--- src/rtl/wdt_pkg.sv ---
package wdt_pkg;

    typedef enum logic [1:0] {
        ST_OFF   = 2'd0,
        ST_RUN   = 2'd1,
        ST_GRACE = 2'd2,
        ST_TRIP  = 2'd3
    } wdt_state_e;

    localparam logic [1:0] ADDR_CTRL = 2'd0;
    localparam logic [1:0] ADDR_TOUT = 2'd1;
    localparam logic [1:0] ADDR_KICK = 2'd2;
    localparam logic [1:0] ADDR_ICLR = 2'd3;

    localparam logic [7:0] KICK_MAGIC = 8'h76;

endpackage

--- src/rtl/wdt_regs.sv ---
module wdt_regs #(
    parameter int BASE_SHIFT = 16,
    parameter int CNT_W      = BASE_SHIFT + 16
) (
    input  logic             clk,
    input  logic             rst_n,
    input  logic             reg_wr,
    input  logic             reg_rd,
    input  logic [1:0]       reg_addr,
    input  logic [7:0]       reg_wdata,
    input  logic             irq,
    output logic [7:0]       reg_rdata,
    output logic             start,
    output logic             mode,
    output logic             kick,
    output logic             clr,
    output logic [CNT_W-1:0] init_last,
    output logic [CNT_W-1:0] rest_last
);
    import wdt_pkg::*;

    logic       en_q;
    logic       mode_q;
    logic [3:0] init_code;
    logic [3:0] rest_code;

    function automatic logic [CNT_W-1:0] last_count(input logic [3:0] code);
        return (CNT_W'(1) << (BASE_SHIFT + int'(code))) - CNT_W'(1);
    endfunction

    wire ctrl_wr = reg_wr && (reg_addr == ADDR_CTRL);
    wire tout_wr = reg_wr && (reg_addr == ADDR_TOUT);

    always_ff @(posedge clk or negedge rst_n) begin
        if (!rst_n) begin
            en_q      <= 1'b0;
            mode_q    <= 1'b0;
            init_code <= '0;
            rest_code <= '0;
        end else begin
            if (ctrl_wr) begin
                en_q   <= en_q | reg_wdata[0];
                mode_q <= reg_wdata[1];
            end
            if (tout_wr) begin
                init_code <= reg_wdata[3:0];
                rest_code <= reg_wdata[7:4];
            end
        end
    end

    always_comb begin
        unique case (reg_addr)
            ADDR_CTRL: reg_rdata = {6'b0, mode_q, en_q};
            ADDR_TOUT: reg_rdata = {rest_code, init_code};
            ADDR_KICK: reg_rdata = 8'h00;
            ADDR_ICLR: reg_rdata = {7'b0, irq};
            default:   reg_rdata = 8'h00;
        endcase
    end

    assign start     = ctrl_wr && reg_wdata[0] && !en_q;
    assign mode      = mode_q;
    assign clr       = reg_rd && (reg_addr == ADDR_ICLR);
    assign kick      = clr || (reg_wr && (reg_addr == ADDR_KICK) && (reg_wdata == KICK_MAGIC));
    assign init_last = last_count(init_code);
    assign rest_last = last_count(rest_code);

endmodule

--- src/rtl/wdt_counter.sv ---
module wdt_counter #(
    parameter int CNT_W = 32
) (
    input  logic             clk,
    input  logic             rst_n,
    input  logic             load,
    input  logic [CNT_W-1:0] load_val,
    input  logic             run,
    output logic [CNT_W-1:0] cnt,
    output logic             zero
);
    always_ff @(posedge clk or negedge rst_n) begin
        if (!rst_n) begin
            cnt <= '0;
        end else if (load) begin
            cnt <= load_val;
        end else if (run && (cnt != '0)) begin
            cnt <= cnt - CNT_W'(1);
        end
    end

    assign zero = (cnt == '0);

endmodule

--- src/rtl/wdt_fsm.sv ---
module wdt_fsm (
    input  logic               clk,
    input  logic               rst_n,
    input  logic               start,
    input  logic               kick,
    input  logic               clr,
    input  logic               zero,
    input  logic               mode,
    output wdt_pkg::wdt_state_e state,
    output logic               load,
    output logic               load_rest,
    output logic               run,
    output logic               irq,
    output logic               rst_req
);
    import wdt_pkg::*;

    wdt_state_e nxt;
    logic       irq_set;

    always_ff @(posedge clk or negedge rst_n) begin
        if (!rst_n) state <= ST_OFF;
        else        state <= nxt;
    end

    always_comb begin
        nxt       = state;
        load      = 1'b0;
        load_rest = 1'b0;
        irq_set   = 1'b0;
        unique case (state)
            ST_OFF: begin
                if (start) begin
                    nxt  = ST_RUN;
                    load = 1'b1;
                end
            end
            ST_RUN: begin
                if (kick) begin
                    load      = 1'b1;
                    load_rest = 1'b1;
                end else if (zero && mode) begin
                    nxt       = ST_GRACE;
                    load      = 1'b1;
                    load_rest = 1'b1;
                    irq_set   = 1'b1;
                end else if (zero) begin
                    nxt = ST_TRIP;
                end
            end
            ST_GRACE: begin
                if (kick) begin
                    nxt       = ST_RUN;
                    load      = 1'b1;
                    load_rest = 1'b1;
                end else if (zero) begin
                    nxt = ST_TRIP;
                end
            end
            ST_TRIP: nxt = ST_TRIP;
            default: nxt = ST_OFF;
        endcase
    end

    always_ff @(posedge clk or negedge rst_n) begin
        if (!rst_n)       irq <= 1'b0;
        else if (clr)     irq <= 1'b0;
        else if (irq_set) irq <= 1'b1;
    end

    assign run     = (state == ST_RUN) || (state == ST_GRACE);
    assign rst_req = (state == ST_TRIP);

endmodule

--- src/rtl/wdt_two_stage.sv ---
module wdt_two_stage #(
    parameter int BASE_SHIFT = 16
) (
    input  logic       clk,
    input  logic       rst_n,
    input  logic       reg_wr,
    input  logic       reg_rd,
    input  logic [1:0] reg_addr,
    input  logic [7:0] reg_wdata,
    output logic [7:0] reg_rdata,
    output logic       wdt_irq,
    output logic       wdt_rst_req
);
    import wdt_pkg::*;

    localparam int CNT_W = BASE_SHIFT + 16;

    logic             start, mode, kick, clr;
    logic [CNT_W-1:0] init_last, rest_last, load_val, cnt;
    logic             load, load_rest, run, zero;
    wdt_state_e       state;

    wdt_regs #(.BASE_SHIFT(BASE_SHIFT), .CNT_W(CNT_W)) u_regs (
        .clk       (clk),
        .rst_n     (rst_n),
        .reg_wr    (reg_wr),
        .reg_rd    (reg_rd),
        .reg_addr  (reg_addr),
        .reg_wdata (reg_wdata),
        .irq       (wdt_irq),
        .reg_rdata (reg_rdata),
        .start     (start),
        .mode      (mode),
        .kick      (kick),
        .clr       (clr),
        .init_last (init_last),
        .rest_last (rest_last)
    );

    wdt_fsm u_fsm (
        .clk       (clk),
        .rst_n     (rst_n),
        .start     (start),
        .kick      (kick),
        .clr       (clr),
        .zero      (zero),
        .mode      (mode),
        .state     (state),
        .load      (load),
        .load_rest (load_rest),
        .run       (run),
        .irq       (wdt_irq),
        .rst_req   (wdt_rst_req)
    );

    assign load_val = load_rest ? rest_last : init_last;

    wdt_counter #(.CNT_W(CNT_W)) u_cnt (
        .clk      (clk),
        .rst_n    (rst_n),
        .load     (load),
        .load_val (load_val),
        .run      (run),
        .cnt      (cnt),
        .zero     (zero)
    );

endmodule

--- config.mk ---
export PLATFORM = sky130hd
export DESIGN_NAME = wdt_two_stage
export DESIGN_NICKNAME = d
export VERILOG_FILES = /design/src/rtl/wdt_pkg.sv /design/src/rtl/wdt_regs.sv /design/src/rtl/wdt_counter.sv /design/src/rtl/wdt_fsm.sv /design/src/rtl/wdt_two_stage.sv
export SDC_FILE = /design/constraint.sdc
export NUM_CORES = 1
export LEC_CHECK = 0
export CORE_UTILIZATION = 59
export DETAILED_ROUTE_END_ITERATION = 8
export PLACE_DENSITY = 0.79
export SYNTH_ARGS = -nofsm -noshare
export SYNTH_HDL_FRONTEND = slang
export SYNTH_SLANG_ARGS = --single-unit
export TNS_END_PERCENT = 20
--- constraint.sdc ---
create_clock -name clk -period 4.2 [get_ports clk]
set_input_delay 0.84 -clock clk [delete_from_list [all_inputs] [get_ports clk]]
set_output_delay 0.84 -clock clk [all_outputs]
set_load 0.02 [all_outputs]
; ---- After elaboration in Yosys (flattened, before gate mapping)
; Cells that the tools add are included.
[classes]
add_sub_neg = 5
n_eq_ne = 9
n_shift = 2
n_mux = 20
bitwise = 1
n_reduce_logical = 19
[ops]
columns = op, n
row1 = $mux W32, 3
row2 = $shl A1 B32 Y32 const A, 2
row3 = $sub A32 B2 Y32 const B, 2
row4 = $logic_not A32 Y1, 1
row5 = $pmux W8 S4, 1
row6 = $reduce_bool A32 Y1, 1
row7 = $sub A32 B1 Y32 const B, 1
row8 = $add A5 B4 Y6 const A, 2
row9 = $mux W2, 5
row10 = $logic_and A1 B1 Y1, 9
row11 = $eq A2 B2 Y1 const B, 4
row12 = $eq A8 B7 Y1 const B, 1
row13 = $mux W1, 8
row14 = $pmux W2 S4, 1
row15 = $eq A2 B1 Y1 const B, 2
row16 = $logic_not A2 Y1, 2
row17 = $ne A2 B2 Y1 const B, 2
row18 = $reduce_bool A2 Y1, 2
row19 = $pmux W1 S3, 1
row20 = $logic_or A1 B1 Y1, 2
row21 = $pmux W1 S2, 1
row22 = $reduce_and A2 Y1, 1
row23 = $logic_not A1 Y1, 1
row24 = $or A1 B1 Y1, 1
[totals]
ff_bits = 45
out_inout_bits = 10

; ---- Longest topological paths before layout
; Gate-level depths: netlist (run 1).
[depth]
ltp_word = 8
depth_mapped = 18
mapped_depth_nobuf = 15

; ---- By module
; A second synthesis (run 1) with hierarchy kept.
[unflattened]
cells_unflattened = 450
hier_area_um2 = 4088.9
[by_module_without_submodules]
columns = mod, instances, cells_each, area_per_inst_um2, seq_area_each_um2
row1 = wdt_counter, 1, 234, 2067.0, 800.8
row2 = wdt_regs, 1, 148, 1202.4, 250.2
row3 = wdt_two_stage, 1, 36, 544.3, 0.0
row4 = wdt_fsm, 1, 32, 275.3, 75.1

; ---- Worst setup path after synthesis (run 1)
; Ideal clock, no wire load.
[synth_path]
path_type = input -> register
startpoint = in reg_addr[0]
endpoint = reg u_cnt.cnt[30]
t_arrival_ps = 3837
required_ps = 4121
path_slack_ps = 284
stages = 15
n_path_buf = 4
cell_sequence = clkbuf_1 -> and4b_1 -> nand3_1 -> o21ai_1 -> a21oi_2 -> buf_6 -> buf_6 -> mux2i_1 -> inv_1 -> nand2_1 -> ha_1 -> clkbuf_1 -> clkinv_1 -> mux4_2 -> mux2i_1
[synth_between]
elab_chain_len = 8
elab_cells_between_ends = 18
cone_classes = eq/ne: 2 / mux: 7 / reduce/logical: 9
[synth_rtl]
columns = element, line_no
row1 = "start, declared", wdt_two_stage.sv:8  ; input logic [1:0] reg_addr,
row2 = $eq A2 B2 Y1, wdt_regs.sv:65  ; assign kick = clr || (reg_wr && (reg_addr == ADDR_KICK) && (reg_wdata == KICK_MAGIC));
row3 = $logic_and A1 B1 Y1 (2 in series), wdt_regs.sv:65
row4 = $logic_or A1 B1 Y1, wdt_regs.sv:65
row5 = $mux W1 (on tied branches), "wdt_fsm.sv:52, wdt_fsm.sv:39"
row6 = $pmux W1 S2, wdt_fsm.sv:31  ; unique case (state)
row7 = $mux W32, wdt_two_stage.sv:56  ; assign load_val = load_rest ? rest_last : init_last;
row8 = $mux W32, wdt_counter.sv:15  ; end else if (load) begin
row9 = "end signal, assigned", wdt_counter.sv:16  ; cnt <= load_val;
row10 = "end signal, assigned", wdt_counter.sv:18  ; cnt <= cnt - CNT_W'(1);
row11 = "end, declared", wdt_counter.sv:9  ; output logic [CNT_W-1:0] cnt,
; Parallel ways exist; a longest one is shown, timed or not.
; A chain may end at the register's enable or synchronous reset.

; ---- Worst setup path after layout (run 1)
[layout_path]
startpoint = reg u_cnt.cnt[23]
endpoint = reg u_cnt.cnt[28]
[layout_between]
elab_chain_len = 7
elab_cells_between_ends = 13
cone_classes = add/sub: 1 / mux: 7 / reduce/logical: 5
[layout_rtl]
columns = element
row1 = branches (longest 7 deep; another with $sub A32 B1 Y32)
; Parallel ways; which one is timed is not known. The select of a mux whose other input is x is not followed.

==> metrics, run 1 <==
crit start category register; Antenna Violating Nets Remaining 0; ys flop type dfrtp_1; Yosys top cell area share 35.74%; vias per cell 6.018; pwr dens 363.6 nW/um^2; Post-Layout Cell Count 434; Mapped Cells 347; setup violators final 0; antenna violations before repair 0; Total Power 1268 uW; critical path peak fanout 8; Syn-to-layout area delta 10.72%; CP max-delay cell or4_1; RSZ-0062 raised after global routing false; Port Buffers 23; measured slew at the worst slew-check pin 972.5 ps; post-layout util 67.87%; # hold bufs at CTS 0; GRT overflow 0; CP peak stage delay 640 ps; YS warnings 0; DRT Pass-1 Iters 4; CTS tree yes; Site Rows 26; Core Area 5140 sq um; CTS root buffer clkbuf_8; Slew HR 35.16%; WP data required 4410 ps; skew final 5.155 ps; gr usage total 25.71%; Die ar. 5636 sq um; leading area contributor after synthesis dfrtp_1; Worst setup EP type register; Worst VDD drop 0.2101 mV; hold_ws 525.1 ps; Ports 24; Tcrit/Tclk final 88.14%; gpl congestion 0.9524; cell with the most instances after synthesis dfrtp_1; Ant. Diodes 0; DIE HEIGHT 75.08 um; DRC Markers 0; FF+latch count, synth 45; minimum clock period 3702 ps; status finished, final reports clean; clock sink count 45; sequential area share after synthesis 35.74%; via count 2612; CTS max path bufs 2; Commonest cells post-synth dfrtp_1, nor2_1, nand2_1, xnor2_1, nor3_1; fraction of registers with async set/reset 100.0%; final max-slew violation count 0; syn nets 368; TritonCTS Buffers 5; Setup Buffers After CTS 0; # resized after CTS 0; synthesized area 3151 sq um; EDFF count, synth 0; Clock Latency Late Sink 310 ps; Synth cell types 54; First DRT Iteration DRCs 198; WS Path Type reg2reg; worst hold path class reg2reg; syn_area_per_cell 9.079 sq um; most frequent CP cell mux2_2; endpoints failing hold 0; routed len/inst 15.66 um; Synth area leaders dfrtp_1, mux2_2, xnor2_1, nor2_1, nand2_1; Initial Utilization 61.30%; fmax 270.1 MHz; WL final 6797 um; pin count of the biggest net entering global routing 46; layout cells sized above 1 11.81%; placed cell count 426; number of max-cap violations 0; vias in the first global route 2296; Critical Path AT 3910 ps; H-tree depth 2; HPWL Detailed 4690 um; leak pwr 0.001315 uW; Clock transition at path regs 90 ps; Nets 384; die width 75.08 um; setup TNS 0 ps; CP cell instances or4_1 > or3_1 > nor4_1 > a21oi_2 > mux2_2 > nand2_1 > ha_1 > clkinv_1 > mux2_2 > o311ai_1; first-pass GRT wire length 10800 um
[report_power, final]
part | leakage, uW | internal, uW | switching (uW)
Combinational | 0.000786 | 185 | 180
Clock | 0.0000385 | 118 | 151
Sequential | 0.000490 | 508 | 127
[cells in the final DEF, fill, tap and decap left out, types with 2 or more instances in the layout]
cell type,Yosys,final
nor4b_1,3,3
o211ai_1,4,4
nand3b_1,7,7
xor2_1,10,10
clkdlybuf4s50_1,0,22
nand4_1,4,4
ha_1,7,7
dfrtp_1,45,45
nor4_1,8,8
nand2b_1,3,3
clkbuf_8,0,5
a31oi_1,4,4
or4_4,4,4
clkbuf_1,13,2
mux2i_1,12,12
or3_1,8,8
nand3_1,7,7
or4_1,5,5
nor2b_1,2,2
xnor2_1,19,19
or2_2,2,2
buf_4,1,4
mux4_2,4,4
o21ai_0,8,8
a21oi_1,14,14
inv_1,9,9
nor2_1,37,37
a22oi_1,3,3
and2_1,7,7
nor3_1,17,17
nand2_1,34,34
and3_1,5,5
mux2_2,15,15
o21ai_1,2,2
[metal layers]
layer	up-vias	GRT usage, %	routed length [um]	share of wire, %
li1	1280	-	-	-
met1	1209	34.53	2999	44
met4	0	10.06	153	2.3
met3	17	4.819	400	5.9
met5	-	0	0	0
met2	106	41.24	3243	48
[state kept, by name (all words and copies together), names as in the netlist]
register and count:
u_regs.en_q 1, u_fsm.irq 1, u_regs.rest_code 4, u_regs.mode 1, u_fsm.state 2, u_regs.init_code 4, u_cnt.cnt 32
[layout make-up]
class                      instances  area, sq um
timing repair buffer              27        255.2
fill                             438         1652
inverter                          10        37.54
multi-input combinational        274         1898
tap                               70        87.58
clock inverter                     1        7.507
sequential                        45         1126
clock buffer                       7        76.32
[metrics by stage]
step	area [sq um]	setup WS, ps
after global routing	3488	240.3
after global placement	3405	405.3
after floorplan	3151	283.6
after detailed placement	3405	312.9
final	3488	498.2
after CTS	3488	495.3
[kinds of logic (layout without fill, tap and decap cells)]
family,after synthesis,count (layout),share of synthesized area (%)
AO/OA/AOI/OAI,48,48,10.01
flip-flops,45,45,35.74
buffers and inverters,28,45,4.011
multiplexers,31,31,12.03
AND/OR/NAND/NOR,159,159,27.36
adder cells (fa/ha/maj),7,7,2.780
XOR/XNOR,29,29,8.062
[worst paths after layout]
path,startpoint,end,slack (ps),cells past startpoint
setup reg to reg,u_cnt.cnt[23]$_DFFE_PN0P_,u_cnt.cnt[28]$_DFFE_PN0P_,500,10
hold / removal,u_regs.en_q$_DFFE_PN0P_,u_regs.en_q$_DFFE_PN0P_,530,1
min in group asynchronous,rst_n,u_cnt.cnt[2]$_DFFE_PN0P_,690,1
setup / recovery,u_cnt.cnt[23]$_DFFE_PN0P_,u_cnt.cnt[28]$_DFFE_PN0P_,500,10
max in group asynchronous,rst_n,u_regs.rest_code[1]$_DFFE_PN0P_,2920,1
hold reg to reg,u_regs.en_q$_DFFE_PN0P_,u_regs.en_q$_DFFE_PN0P_,530,1
[critical path, delay by kind of cell (launching register included)]
kind,cells,cell delay (ps)
simple gates,4,1500
mux,2,690
flops,1,430
compound gates,2,360
fa+ha+maj,1,330
buf+inv,1,300
Note: power is estimated with default switching activity, not from simulation.
==> inputs of run 2 (changes only) <==
--- a/config.mk
+++ b/config.mk
@@ -5,9 +5,9 @@
 export SDC_FILE = /design/constraint.sdc
 export NUM_CORES = 1
 export LEC_CHECK = 0
-export CORE_UTILIZATION = 59
+export CORE_UTILIZATION = 53
 export DETAILED_ROUTE_END_ITERATION = 8
-export PLACE_DENSITY = 0.79
+export PLACE_DENSITY = 0.75
 export SYNTH_ARGS = -nofsm -noshare
 export SYNTH_HDL_FRONTEND = slang
 export SYNTH_SLANG_ARGS = --single-unit
==> constraint.sdc (replaced) <==
create_clock -name clk -period 3.4 [get_ports clk]
set_input_delay 0.68 -clock clk [delete_from_list [all_inputs] [get_ports clk]]
set_output_delay 0.68 -clock clk [all_outputs]
set_load 0.02 [all_outputs]
==> metrics, run 2 (synthesis gave the netlist of run 1 again) <==
DRC Markers 0 (unchanged); gpl congestion 0.8580 (-9.9%); Pint 1025 uW (+26%); # hold bufs at CTS 0 (unchanged); routed len/inst 16.00 um (+2.2%); WP data required 3570 ps (-840 ps); TritonCTS Buffers 5 (unchanged); Reg power frac 49.0% (-1.0 points); GRT overflow 0 (unchanged); commonest non-fill, non-tap cell in the layout dfrtp_1; # fillers 483 (+10%); HPWL Detailed 5109 um (+8.9%); DIE HEIGHT 79.10 um (+5.4%); fraction of power consumed by combinational cells 30.5% (+1.8 points); H-tree depth 2 (unchanged); clock sink count 45 (unchanged); Port Buffers 23 (unchanged); setup violators final 0 (unchanged); Die ar. 6257 sq um (+11%); worst hold path class reg2reg; pin count of the biggest net entering global routing 46 (unchanged); most frequent cells in the layout dfrtp_1, nor2_1, nand2_1, clkdlybuf4s50_1, xnor2_1; via count 2692 (+3.1%); Syn-to-layout area delta 15.69%; switching share of power 36.15% (+0.040 points); WS Path Type reg2reg; P_sw 580.3 uW (+27%); critical path peak fanout 5 (-3); Ports 24 (unchanged); Worst VDD drop 0.3040 mV (+45%); RSZ-0062 raised after global routing false; storage element area 1126 sq um (unchanged); Post-Layout Cell Count 447 (+3.0%); status finished, final reports clean; setup TNS 0 ps (unchanged); placed inst area 3526 sq um (+3.6%); WL final 7154 um (+5.3%); Initial Utilization 56.18% (-5.1 points); Finished Cell Area 3645 sq um (+4.5%); Tcrit/Tclk final 96.35% (+8.2 points); Slew HR 33.62% (-1.5 points); CTS tree yes; minimum clock period 3276 ps (-426.0 ps); vias per cell 6.022 (about the same); Core Area 5608 sq um (+9.1%); endpoints failing hold 0 (unchanged); hold_ws 532.3 ps (+7.277 ps); gr usage total 25.15% (-0.55 points); vias in the first global route 2645 (+15%); Clock Latency Late Sink 300 ps (about the same); Nets 395 (+2.9%); Worst setup EP type register; First DRT Iteration DRCs 152 (-23%); skew final 10.16 ps (+5.008 ps); first-pass GRT wire length 12160 um (+13%); max reg flops 32 (unchanged); antenna violations before repair 0 (unchanged); Antenna Violating Nets Remaining 0 (unchanged); Clock Power Share 20.5% (-0.7 points); measured slew at the worst slew-check pin 995.7 ps (+23.14 ps); Largest Register u_cnt.cnt; final max-slew violation count 0 (unchanged); Clock transition at path regs 80 ps (about the same); Ant. Diodes 0 (unchanged); die width 79.10 um (+5.4%); Site Rows 27 (+3.8%); DRT Pass-1 Iters 5 (+1); CTS root buffer clkbuf_8; Critical Path AT 3440 ps (-470 ps); pwr dens 440.4 nW/um^2 (+21%); area of the multi-input gates 1949 sq um (+2.7%); layout cells sized above 1 16.80% (+5.0 points); leak pwr 0.001387 uW (+5.5%); number of max-cap violations 0 (unchanged); CTS max path bufs 2 (unchanged); placed cell count 438 (+2.8%); fmax 305.3 MHz (+13%); crit start category register; biggest regs u_cnt.cnt x32, u_regs.init_code x4, u_regs.rest_code x4
run 2: layout make-up:
cell class	count	area share [%]
multi-input cells	274	53.48
inverters	10	1.167
flip-flops and latches	45	30.90
repair buffers	38	9.612
clock buffers	5	1.888
well taps	72	2.472
clock inverters	3	0.4806
run 2: layer usage:
metal	vias up	global-route usage, %	part of all wire [%]
li1	1293	-	-
met1	1320	33.21	46
met2	70	42.07	48
met3	9	4.253	4.3
met4	0	7.818	1.6
met5	-	0	0
run 2: repair_timing:
action                     4_1_cts  5_1_grt
buffers inserted                 0        1
setup endpoints to repair        0        5
resized for setup                0        5
run 2: per-stage QoR:
stage,power [uW],utilization (%),setup WS [ps]
2_1_floorplan,1107,-,-59.60
3_3_place_gp,1247,62.87,94.21
3_5_place_dp,1264,62.87,52.80
4_1_cts,1593,64.41,40.49
5_1_grt,1700,64.99,19.71
6_report,1605,64.99,124.2
run 2: worst max-delay path: stages, from the launching register on:
cell     delay [ps]
dfrtp_1         420
or4_4           570
or3_4           430
nor4_4          320
a21oi_4         100
mux2_2          330
nand2_1          80
ha_2            240
mux4_2          510
nor2_1          100
a21oi_1          50
run 2: path summary, 6_finish.rpt:
kind / from / end / slack, ps / cells past startpoint
max: u_cnt.cnt[23]$_DFFE_PN0P_ / u_cnt.cnt[24]$_DFFE_PN0P_ / 120 / 10
min: u_regs.en_q$_DFFE_PN0P_ / u_regs.en_q$_DFFE_PN0P_ / 530 / 1
max reg2reg: u_cnt.cnt[23]$_DFFE_PN0P_ / u_cnt.cnt[24]$_DFFE_PN0P_ / 120 / 10
min reg2reg: u_regs.en_q$_DFFE_PN0P_ / u_regs.en_q$_DFFE_PN0P_ / 530 / 1
max in group asynchronous: rst_n / u_cnt.cnt[26]$_DFFE_PN0P_ / 2240 / 1
min in group asynchronous: rst_n / u_cnt.cnt[6]$_DFFE_PN0P_ / 540 / 1
run 2: power by group through the flow:
stage	clock, uW	sequential (uW)	combinational, uW
finish	329	786	490
global route	357	802	541
CTS	335	780	478
detailed placement	0	790	474
global placement	0	784	463
floorplan	0	714	393
==> inputs of run 3 (changes only) <==
--- a/config.mk
+++ b/config.mk
@@ -7,6 +7,7 @@
 export LEC_CHECK = 0
 export CORE_UTILIZATION = 53
 export DETAILED_ROUTE_END_ITERATION = 8
+export HOLD_SLACK_MARGIN = 0.12
 export PLACE_DENSITY = 0.75
 export SYNTH_ARGS = -nofsm -noshare
 export SYNTH_HDL_FRONTEND = slang
==> results of run 3 <==
Final layout, timing and power as in run 2 (identical DEF).
